--- src/rtl/cad_pkg.sv ---
package cad_pkg;
    typedef enum logic [2:0] {
        CMD_DES = 3'd0,
        CMD_ACT = 3'd1,
        CMD_RD  = 3'd2,
        CMD_WR  = 3'd3,
        CMD_PRE = 3'd4,
        CMD_MRS = 3'd5,
        CMD_REF = 3'd6,
        CMD_NOP = 3'd7
    } cad_cmd_e;
endpackage

--- src/rtl/cad_classify.sv ---
module cad_classify
    import cad_pkg::*;
(
    input  logic     act_n_i,
    input  logic     ras_n_i,
    input  logic     cas_n_i,
    input  logic     we_n_i,
    output cad_cmd_e cmd_o,
    output logic     legal_o
);
    always_comb begin
        legal_o = 1'b1;
        cmd_o   = CMD_DES;
        if (!act_n_i) begin
            cmd_o = CMD_ACT;
        end else begin
            unique case ({ras_n_i, cas_n_i, we_n_i})
                3'b000:  cmd_o = CMD_MRS;
                3'b001:  cmd_o = CMD_REF;
                3'b010:  cmd_o = CMD_PRE;
                3'b100:  cmd_o = CMD_WR;
                3'b101:  cmd_o = CMD_RD;
                3'b111:  cmd_o = CMD_NOP;
                default: legal_o = 1'b0;
            endcase
        end
    end
endmodule

--- src/rtl/cad_parity.sv ---
module cad_parity #(
    parameter int DATA_W = 8,
    parameter bit EN     = 1'b1
) (
    input  logic [DATA_W-1:0] data_i,
    input  logic              par_i,
    output logic              ok_o
);
    generate
        if (EN) begin : g_check
            // even parity: data plus parity bit XOR to zero
            assign ok_o = ~(^{data_i, par_i});
        end else begin : g_bypass
            logic unused_par;
            assign unused_par = ^{data_i, par_i};
            assign ok_o       = 1'b1;
        end
    endgenerate
endmodule

--- src/rtl/cad_fields.sv ---
module cad_fields
    import cad_pkg::*;
#(
    parameter int ADDR_W = 14,
    parameter int COL_W  = 10,
    parameter int BG_W   = 2,
    parameter int BA_W   = 2
) (
    input  cad_cmd_e              cmd_i,
    input  logic                  ras_n_i,
    input  logic                  cas_n_i,
    input  logic                  we_n_i,
    input  logic [BG_W-1:0]       bg_i,
    input  logic [BA_W-1:0]       ba_i,
    input  logic [ADDR_W-1:0]     addr_i,
    output logic [ADDR_W+2:0]     row_o,
    output logic [COL_W-1:0]      col_o,
    output logic [BG_W-1:0]       bg_o,
    output logic [BA_W-1:0]       ba_o,
    output logic                  auto_pre_o,
    output logic                  pre_all_o,
    output logic                  burst_chop_o,
    output logic [BA_W:0]         mr_sel_o,
    output logic [ADDR_W-1:0]     opcode_o
);
    localparam int AP_BIT = 10;
    localparam int BC_BIT = 12;

    always_comb begin
        row_o        = '0;
        col_o        = '0;
        bg_o         = '0;
        ba_o         = '0;
        auto_pre_o   = 1'b0;
        pre_all_o    = 1'b0;
        burst_chop_o = 1'b0;
        mr_sel_o     = '0;
        opcode_o     = '0;
        case (cmd_i)
            CMD_ACT: begin
                row_o = {ras_n_i, cas_n_i, we_n_i, addr_i};
                bg_o  = bg_i;
                ba_o  = ba_i;
            end
            CMD_RD, CMD_WR: begin
                col_o        = addr_i[COL_W-1:0];
                auto_pre_o   = addr_i[AP_BIT];
                burst_chop_o = ~addr_i[BC_BIT];
                bg_o         = bg_i;
                ba_o         = ba_i;
            end
            CMD_PRE: begin
                pre_all_o = addr_i[AP_BIT];
                bg_o      = bg_i;
                ba_o      = ba_i;
            end
            CMD_MRS: begin
                mr_sel_o = {bg_i[0], ba_i};
                opcode_o = addr_i;
            end
            default: ;
        endcase
    end
endmodule

--- src/rtl/cad_decoder.sv ---
module cad_decoder
    import cad_pkg::*;
#(
    parameter int ADDR_W = 14,
    parameter int COL_W  = 10,
    parameter int BG_W   = 2,
    parameter int BA_W   = 2,
    parameter bit PAR_EN = 1'b1
) (
    input  logic              clk,
    input  logic              rst_n,
    input  logic              cs_n_i,
    input  logic              cke_i,
    input  logic              act_n_i,
    input  logic              ras_n_i,
    input  logic              cas_n_i,
    input  logic              we_n_i,
    input  logic [BG_W-1:0]   bg_i,
    input  logic [BA_W-1:0]   ba_i,
    input  logic [ADDR_W-1:0] addr_i,
    input  logic              par_i,
    output logic              cmd_valid_o,
    output logic [2:0]        cmd_o,
    output logic [ADDR_W+2:0] row_o,
    output logic [COL_W-1:0]  col_o,
    output logic [BG_W-1:0]   bg_o,
    output logic [BA_W-1:0]   ba_o,
    output logic              auto_pre_o,
    output logic              pre_all_o,
    output logic              burst_chop_o,
    output logic [BA_W:0]     mr_sel_o,
    output logic [ADDR_W-1:0] opcode_o,
    output logic              illegal_o,
    output logic              alert_o
);
    localparam int ROW_W = ADDR_W + 3;
    localparam int MR_W  = BA_W + 1;
    localparam int PAR_W = 4 + BG_W + BA_W + ADDR_W;

    typedef struct packed {
        logic              valid;
        cad_cmd_e          cmd;
        logic [ROW_W-1:0]  row;
        logic [COL_W-1:0]  col;
        logic [BG_W-1:0]   bg;
        logic [BA_W-1:0]   ba;
        logic              auto_pre;
        logic              pre_all;
        logic              chop;
        logic [MR_W-1:0]   mr_sel;
        logic [ADDR_W-1:0] opcode;
        logic              illegal;
        logic              alert;
    } dec_t;

    dec_t st_d, st_q;

    cad_cmd_e          kind_w;
    logic              legal_w;
    logic              par_ok_w;
    logic [ROW_W-1:0]  f_row;
    logic [COL_W-1:0]  f_col;
    logic [BG_W-1:0]   f_bg;
    logic [BA_W-1:0]   f_ba;
    logic              f_ap, f_pall, f_bc;
    logic [MR_W-1:0]   f_mr;
    logic [ADDR_W-1:0] f_op;

    cad_classify u_classify (
        .act_n_i (act_n_i),
        .ras_n_i (ras_n_i),
        .cas_n_i (cas_n_i),
        .we_n_i  (we_n_i),
        .cmd_o   (kind_w),
        .legal_o (legal_w)
    );

    cad_parity #(.DATA_W(PAR_W), .EN(PAR_EN)) u_parity (
        .data_i ({act_n_i, ras_n_i, cas_n_i, we_n_i, bg_i, ba_i, addr_i}),
        .par_i  (par_i),
        .ok_o   (par_ok_w)
    );

    cad_fields #(.ADDR_W(ADDR_W), .COL_W(COL_W), .BG_W(BG_W), .BA_W(BA_W)) u_fields (
        .cmd_i        (kind_w),
        .ras_n_i      (ras_n_i),
        .cas_n_i      (cas_n_i),
        .we_n_i       (we_n_i),
        .bg_i         (bg_i),
        .ba_i         (ba_i),
        .addr_i       (addr_i),
        .row_o        (f_row),
        .col_o        (f_col),
        .bg_o         (f_bg),
        .ba_o         (f_ba),
        .auto_pre_o   (f_ap),
        .pre_all_o    (f_pall),
        .burst_chop_o (f_bc),
        .mr_sel_o     (f_mr),
        .opcode_o     (f_op)
    );

    always_comb begin
        logic cmd_cycle;
        cmd_cycle = !cs_n_i && cke_i;
        st_d      = '0;
        if (cmd_cycle && !par_ok_w) begin
            st_d.alert = 1'b1;
        end else if (cmd_cycle && !legal_w) begin
            st_d.illegal = 1'b1;
        end else if (cmd_cycle) begin
            st_d.valid    = 1'b1;
            st_d.cmd      = kind_w;
            st_d.row      = f_row;
            st_d.col      = f_col;
            st_d.bg       = f_bg;
            st_d.ba       = f_ba;
            st_d.auto_pre = f_ap;
            st_d.pre_all  = f_pall;
            st_d.chop     = f_bc;
            st_d.mr_sel   = f_mr;
            st_d.opcode   = f_op;
        end
    end

    always_ff @(posedge clk or negedge rst_n) begin
        if (!rst_n) st_q <= '0;
        else        st_q <= st_d;
    end

    assign cmd_valid_o  = st_q.valid;
    assign cmd_o        = st_q.cmd;
    assign row_o        = st_q.row;
    assign col_o        = st_q.col;
    assign bg_o         = st_q.bg;
    assign ba_o         = st_q.ba;
    assign auto_pre_o   = st_q.auto_pre;
    assign pre_all_o    = st_q.pre_all;
    assign burst_chop_o = st_q.chop;
    assign mr_sel_o     = st_q.mr_sel;
    assign opcode_o     = st_q.opcode;
    assign illegal_o    = st_q.illegal;
    assign alert_o      = st_q.alert;
endmodule

--- config.mk ---
export PLATFORM = sky130hd
export DESIGN_NAME = cad_decoder
export DESIGN_NICKNAME = d
export VERILOG_FILES = /design/src/rtl/cad_pkg.sv /design/src/rtl/cad_classify.sv /design/src/rtl/cad_parity.sv /design/src/rtl/cad_fields.sv /design/src/rtl/cad_decoder.sv
export SDC_FILE = /design/constraint.sdc
export NUM_CORES = 1
export LEC_CHECK = 0
export ABC_CLOCK_PERIOD_IN_PS = 800
export BUFFER_PORTS_ARGS = -buffer_cell sky130_fd_sc_hd__buf_2
export CAP_MARGIN = 20
export CORE_AREA = 2 2 90 71
export DETAILED_ROUTE_END_ITERATION = 8
export DIE_AREA = 0 0 92 73
export PLACE_DENSITY = 0.74
export RECOVER_POWER = 25
export SYNTH_ARGS = -nofsm -noshare
export SYNTH_HDL_FRONTEND = slang
export SYNTH_HIERARCHICAL = 1
export SYNTH_SLANG_ARGS = --single-unit
--- constraint.sdc ---
create_clock -name clk -period 0.8 [get_ports clk]
set_input_delay 0.08 -clock clk [delete_from_list [all_inputs] [get_ports clk]]
set_output_delay 0.08 -clock clk [all_outputs]
set_load 0.02 [all_outputs]
### Yosys cells after proc, flatten, opt, wreduce, memory -nomap -nowiden

Cells that the tools add are included.
Widths: inputs -> output; s select.

* register bits after elaboration: 57
* bits of input ports: 27
* word-level logic and storage cells: 52

* equal/unequal tests: 10
* mux-type cells: 18
* bitwise operators: 1
* reductions and logical operators: 10

Operators by type and width (count)
* $mux 55: 2
* $mux 56: 1
* $reduce_xor 23->1: 1
* $pmux 3 s6: 1
* $mux 17: 1
* $eq 3x3->1 const B: 5
* $mux 14: 1
* $mux 10: 1
* $eq 3x2->1 const B: 3
* $mux 1: 7
* $eq 3x1->1 const B: 2
* $mux 3: 2
* $reduce_or 6->1: 1
* $mux 2: 2
* $reduce_or 4->1: 1
* $logic_and 1x1->1: 3
* $logic_not 3->1: 1
* $logic_not 1->1: 2
* $reduce_or 2->1: 1
* $not 1->1: 1

### Depth between registers and ports, before layout

Gate-level depths: netlist of the first run.

* word-level depth: 9
* mapped depth: 8
* gate-level depth less buffers: 6

### Hierarchy

The synthesis of the first run kept the hierarchy.

Modules (own cells, without submodules)
* cad_decoder: times used 1, cells an instance 120, area each 1859.3 um2, seq. area each 1426.4 um2
* cad_fields: times used 1, cells an instance 61, area each 424.2 um2, seq. area each 0.0 um2
* cad_parity: times used 1, cells an instance 21, area each 197.7 um2, seq. area each 0.0 um2
* cad_classify: times used 1, cells an instance 10, area each 68.8 um2, seq. area each 0.0 um2

### Least setup slack after synthesis of the first run

OpenSTA, ideal clock, no wires.

* kind: in2reg
* from: input addr_i[4]
* to: register st_q, in the netlist cmd_o[1]
* library setup time: 0.119 ns
* arrival: 1.541 ns
* data required time: 0.681 ns
* setup slack: -0.861 ns
* cell stages on the path: 8
* buffers on the path: 2
* cell sequence: xor2_1 xnor2_1 xnor2_1 xnor3_1 and4b_1 buf_6 buf_6 and2_1

RTL lines
* from (decl): line cad_decoder.sv:20 `input logic [ADDR_W-1:0] addr_i,`
* to (signal assigned): line cad_decoder.sv:128 `else st_q <= st_d;`
* to (decl): line cad_decoder.sv:56 `dec_t st_d, st_q;`

==> results of run 1 <==
worst min path at each step:
| stage | start | to | depth (start not counted) |
|---|---|---|---|
| floorplan | rst_n | alert_o | 0 |
| global placement | rst_n | row_o[6] | 2 |
| detailed placement | rst_n | row_o[6] | 2 |
| CTS | cs_n_i | illegal_o | 3 |
| global route | cs_n_i | illegal_o | 3 |
| finish | cs_n_i | illegal_o | 3 |
layout make-up:
cell class,count,share of cell area (%)
Timing Repair Buffer,124,30.2
Multi-Input combinational cell,145,27.9
Sequential cell,57,33.8
Clock buffer,10,3.26
Clock inverter,6,2.49
Tap cell,81,2.40
timing repair:
action | 4_1_cts | 5_1_grt
cloned | 3 | 3
resized for setup | 132 | 34
endpoints found under the setup margin | 114 | 114
hold buffers | 2 | 0
endpoints found under the hold margin | 58 | 0
buffers inserted | 2 | 3
pin swaps | 3 | 2
synthesized netlist by cell type, types with 2 or more instances:
library cell  number  area (um^2)
and2_1            89          557
dfrtp_1           57         1430
xnor2_1           16          140
and2_4            10         87.6
buf_6              8         90.1
xor2_1             5         43.8
and3_1             4         25.0
nor2b_1            3         18.8
clkbuf_2           2         10.0
nand2_1            2         7.51
nand3_1            2         10.0
o21ai_0            2         10.0
cells by family after synthesis:
logic type                count (synthesis)
DFF                                      57
xor gates and xnor gates                 22
AOI/OAI and AO/OA                         5
buffers and inverters                    10
and+or+nand+nor                         118
state kept, by name, indices dropped and copies added (netlist names), 2 cells and up:
name,cells
opcode_o,14
col_o,10
bg_o,2
mr_sel_o,3
ba_o,2
cmd_o,3
row_o,17
report_power, final:
part	internal, mW	switching [mW]	total (mW)
logic	1.71	1.24	2.95
clock network	2.14	1.15	3.29
registers	3.05	0.0839	3.13
routing by layer:
layer	track usage (%)	wire length, um
met1	25.3	2820
met2	30.9	3010
met3	4.03	277
met4	7.46	95
met5	0	0
==> impl_metrics.json, run 1 <==
{
  "grt_pass1_wl_um": 9470,
  "antenna_found_initial": 0,
  "synth_top_family_by_area": "simple AND/OR/NAND/NOR gates",
  "layout.cells.non_filler": 423,
  "mostFrequentLayoutCells": "and2_1 (69), buf_6 (65), dfrtp_1 (57), and2_4 (30), buf_4 (30)",
  "syn-cell-area_mm2": 0.00255,
  "startpoint_type": "primary input",
  "area_delta_synth_final_pct": 65.7,
  "core_area_mm2": 0.00594,
  "maxSlewHeadroom_pct": 67.5,
  "final.setup.tns_ps": -48370,
  "worstSetupStartpoint": "addr_i[4]",
  "start_util_pct": 42.9,
  "ys_seq_area_share_pct": 55.9,
  "grt_usage_pct": 19.0,
  "final_common_cell": "and2_1",
  "port_buffers": 83,
  "total_leakage_power_nw": 2.16,
  "slowest_delay_ps": 440,
  "drc": 0,
  "yosysWarnings": 6,
  "period_share_pct": 196,
  "muxShareOfSynthArea_pct": 0,
  "cts_sinks": 57,
  "cts_root_buffer": "clkbuf_8",
  "crit_path_max_fanout": 4,
  "synth_enable_flop_cells": 0,
  "synthSimpleGateAreaFrac_pct": 30.6,
  "dieArea_mm2": 0.00672,
  "min-delay-path-class": "primary input to register",
  "worst_path_max_delay_cell": "xnor3_1",
  "critPathKind": "primary input to register",
  "wirelength_um": 6200,
  "fmax_mhz": 639,
  "finalPower_mw": 9.37,
  "pin_count": 84,
  "max-cap-violations": 0,
  "first_iter_violations": 54,
  "synth_cell_types": 24,
  "cp_num_cells": 10,
  "synth_cells": 212,
  "diodes": 0,
  "ys_ff_latch": 57,
  "place_congestion": 0.767,
  "synth-xor-area-share_pct": 8.10,
  "end_kind": "register",
  "tightest_slew_ps": 488,
  "vias_per_cell": 4.52,
  "synth_nets": 239,
  "maxSlewViolCount": 0,
  "dp_hpwl_um": 3470,
  "crit_arrival_ps": 1820,
  "multiInputGateArea_mm2": 0.00118,
  "clk_pin_slew_ps": 70,
  "grt_pass1_vias": 1925,
  "dpl.cell_count": 394,
  "placed_area_mm2": 0.00323,
  "die_y_um": 73,
  "syn_avg_cell_area_um2": 12.0,
  "seqCellArea_mm2": 0.00143,
  "fin_ws_ps": -765,
  "synth-async-reset-ratio_pct": 100,
  "cp-endpoint": "alert_o",
  "synthFlopType": "dfrtp_1",
  "worst_ep_required_time_ps": 1050,
  "firstDrtPassIters": 4,
  "cpLargestDelayFamily": "XOR/XNOR gates",
  "fillers": 412,
  "grt_overflow": 0,
  "worst-path-buf-inv": 5,
  "hold_viol": 0,
  "num_vias": 1910,
  "cts_max_path_buffers": 2,
  "status": "complete, but fails checks",
  "cpMostUsedCell": "buf_4",
  "hold_slack_ps": 6.79,
  "rows": 25,
  "h-tree-depth": 3,
  "finish.net_count": 364,
  "numCtsBuffers": 9,
  "grt_max_degree": 58,
  "drive_above_1_share_pct": 54.1,
  "violations": "negative setup slack",
  "ant_nets": 0,
  "final_area_mm2": 0.00422,
  "wl_per_cell_um": 14.7,
  "min_period_ps": 1570,
  "max-vdd-ir-drop_mv": 1.70,
  "synthAdderAreaFrac_pct": 0,
  "fin_util_pct": 71.1,
  "die-width_um": 92,
  "rsz0062_at_grt": "true",
  "path_cells": "buf_8 -> xor2_2 -> xnor2_2 -> xnor2_1 -> xnor3_1 -> buf_4 -> buf_4 -> buf_4 -> buf_4 -> nor3b_2",
  "setup-violations-final": 114,
  "synth_compound_area_share_pct": 1.47,
  "pre_cts_ws_ps": -1130,
  "cts_tree": "done",
  "powerDensity_mw_per_mm2": 2220
}
(Power assumes the default switching activity.)
==> inputs of run 2 (changes only) <==
--- a/config.mk
+++ b/config.mk
@@ -7,11 +7,10 @@
 export LEC_CHECK = 0
 export ABC_CLOCK_PERIOD_IN_PS = 800
 export BUFFER_PORTS_ARGS = -buffer_cell sky130_fd_sc_hd__buf_2
-export CAP_MARGIN = 20
-export CORE_AREA = 2 2 90 71
+export CORE_AREA = 2 2 67 95
 export DETAILED_ROUTE_END_ITERATION = 8
-export DIE_AREA = 0 0 92 73
-export PLACE_DENSITY = 0.74
+export DIE_AREA = 0 0 69 97
+export PLACE_DENSITY = 0.73
 export RECOVER_POWER = 25
 export SYNTH_ARGS = -nofsm -noshare
 export SYNTH_HDL_FRONTEND = slang
==> impl_metrics.json, run 2 (synthesized netlist as in run 1, its figures left out) <==
{
  "fmax_mhz": 637,
  "drive_above_1_share_pct": 65.3,
  "grt_max_degree": 58,
  "maxSlewHeadroom_pct": 59.9,
  "die-width_um": 69,
  "area_delta_synth_final_pct": 70.6,
  "hold_viol": 0,
  "grt_overflow": 0,
  "first_iter_violations": 102,
  "wl_per_cell_um": 16.8,
  "total_leakage_power_nw": 2.22,
  "crit_arrival_ps": 1800,
  "maxSlewViolCount": 0,
  "grt_pass1_vias": 1851,
  "drc": 0,
  "topRoutingLayerUsed": "met4",
  "vias_per_cell": 4.66,
  "fillers": 339,
  "status": "complete, but fails checks",
  "violations": "negative setup slack",
  "met3_length_um": 264,
  "port_buffers": 83,
  "setup-violations-final": 114,
  "num_vias": 1938,
  "wl_met1_um": 2560,
  "tightest_slew_ps": 601,
  "ant_nets": 0,
  "min_to": "alert_o",
  "max-vdd-ir-drop_mv": 1.06,
  "layout.cells.non_filler": 416,
  "period_share_pct": 196,
  "route.met2.wl_um": 3970,
  "firstDrtPassIters": 4,
  "diodes": 0,
  "pin_count": 84,
  "min-delay-path-class": "primary input to register",
  "pre_cts_ws_ps": -1070,
  "cts_tree": "done",
  "rows": 33,
  "cts_sinks": 57,
  "largest_reg_flops": 17,
  "powerDensity_mw_per_mm2": 2020,
  "worst_ep_required_time_ps": 1030,
  "critPathKind": "primary input to register",
  "grt_usage_pct": 17.7,
  "start_util_pct": 44.1,
  "grt_pass1_wl_um": 9160,
  "hold_depth": 2,
  "cts_max_path_buffers": 2,
  "antenna_found_initial": 0,
  "wirelength_um": 7000,
  "dp_hpwl_um": 3790,
  "hold_slack_ps": 50.4,
  "final_common_cell": "buf_6",
  "rsz0062_at_grt": "true",
  "die_y_um": 97,
  "dieArea_mm2": 0.00669,
  "end_kind": "register",
  "dpl.cell_count": 390,
  "cts_root_buffer": "clkbuf_8",
  "postCtsSetupRepairBufs": 0,
  "min_period_ps": 1570,
  "startpoint_type": "primary input",
  "crit_path_max_fanout": 8,
  "core_area_mm2": 0.00578,
  "clk_pin_slew_ps": 60,
  "place_congestion": 0.753,
  "h-tree-depth": 3,
  "finish.net_count": 368,
  "max-cap-violations": 0,
  "worstHoldStart": "cke_i",
  "numCtsBuffers": 9,
  "final.setup.tns_ps": -47980,
  "mostFrequentLayoutCells": "buf_6 (75), and2_4 (64), dfrtp_1 (57), and2_1 (35), buf_4 (34)",
  "fin_ws_ps": -769
}
## run 2: cell types whose count changed in the layout (fill, tap and decap cells not counted), sizes merged
| cell | before | now |
|---|---|---|
| and4b | 1 | 2 |
| buf | 120 | 122 |
| bufinv | 3 | 1 |
| clkbuf | 12 | 18 |
| clkinv | 3 | 1 |
| dlygate4sd3 | 2 | 1 |
## run 2: worst max-delay path by stage
| stage | from | to |
|---|---|---|
| after floorplan | addr_i[10] | cmd_o[1] |
| after global placement | we_n_i | mr_sel_o[1] |
| after detailed placement | we_n_i | mr_sel_o[1] |
| after CTS | we_n_i | opcode_o[7] |
| after global routing | cas_n_i | pre_all_o |
| final | addr_i[1] | pre_all_o |
## run 2: worst max-delay path: stages
cell	delay (ps)
buf_8	110
xor2_4	180
xnor2_2	190
xnor2_2	160
xnor3_1	470
and4b_2	300
buf_6	160
and2_4	150
## run 2: power by group
group	internal (mW)	switching [mW]
Clock	1.69	1.08
Sequential	3.05	0.0846
Combinational	1.60	1.27
## run 2: layout make-up
| type | count | area, um^2 | area share, % |
|---|---|---|---|
| clock buffers | 14 | 173 | 3.97 |
| clock inverters | 2 | 35.0 | 0.806 |
| multi-input cells | 146 | 1330 | 30.7 |
| flip-flops and latches | 57 | 1430 | 32.8 |
| well taps | 70 | 87.6 | 2.01 |
| repair buffers | 127 | 1290 | 29.7 |
## run 2: stage by stage
| stage | power, mW | area [um^2] | util [%] |
|---|---|---|---|
| floorplan | 4.25 | 2560 | - |
| global placement | 4.83 | 3260 | 56.4 |
| detailed placement | 4.87 | 3260 | 56.4 |
| CTS | 7.98 | 3940 | 68.2 |
| global route | 9.13 | 4350 | 75.2 |
| finish | 8.78 | 4350 | 75.2 |
## run 2: layer usage
layer / track usage, % / vias up
li1: - / 926
met2: 31.2 / 63
met5: 0 / -
met3: 4.58 / 16
met1: 19.5 / 933
met4: 8.90 / 0
## run 2: what timing repair did
| action | 4_1_cts | 5_1_grt |
|---|---|---|
| pin swaps | 10 | 56 |
| setup endpoints to repair | 114 | 114 |
| gates resized for setup | 139 | 81 |
| endpoints found under the hold margin | 57 | 0 |
| hold buffers | 1 | 0 |
| cloned | 1 | 8 |
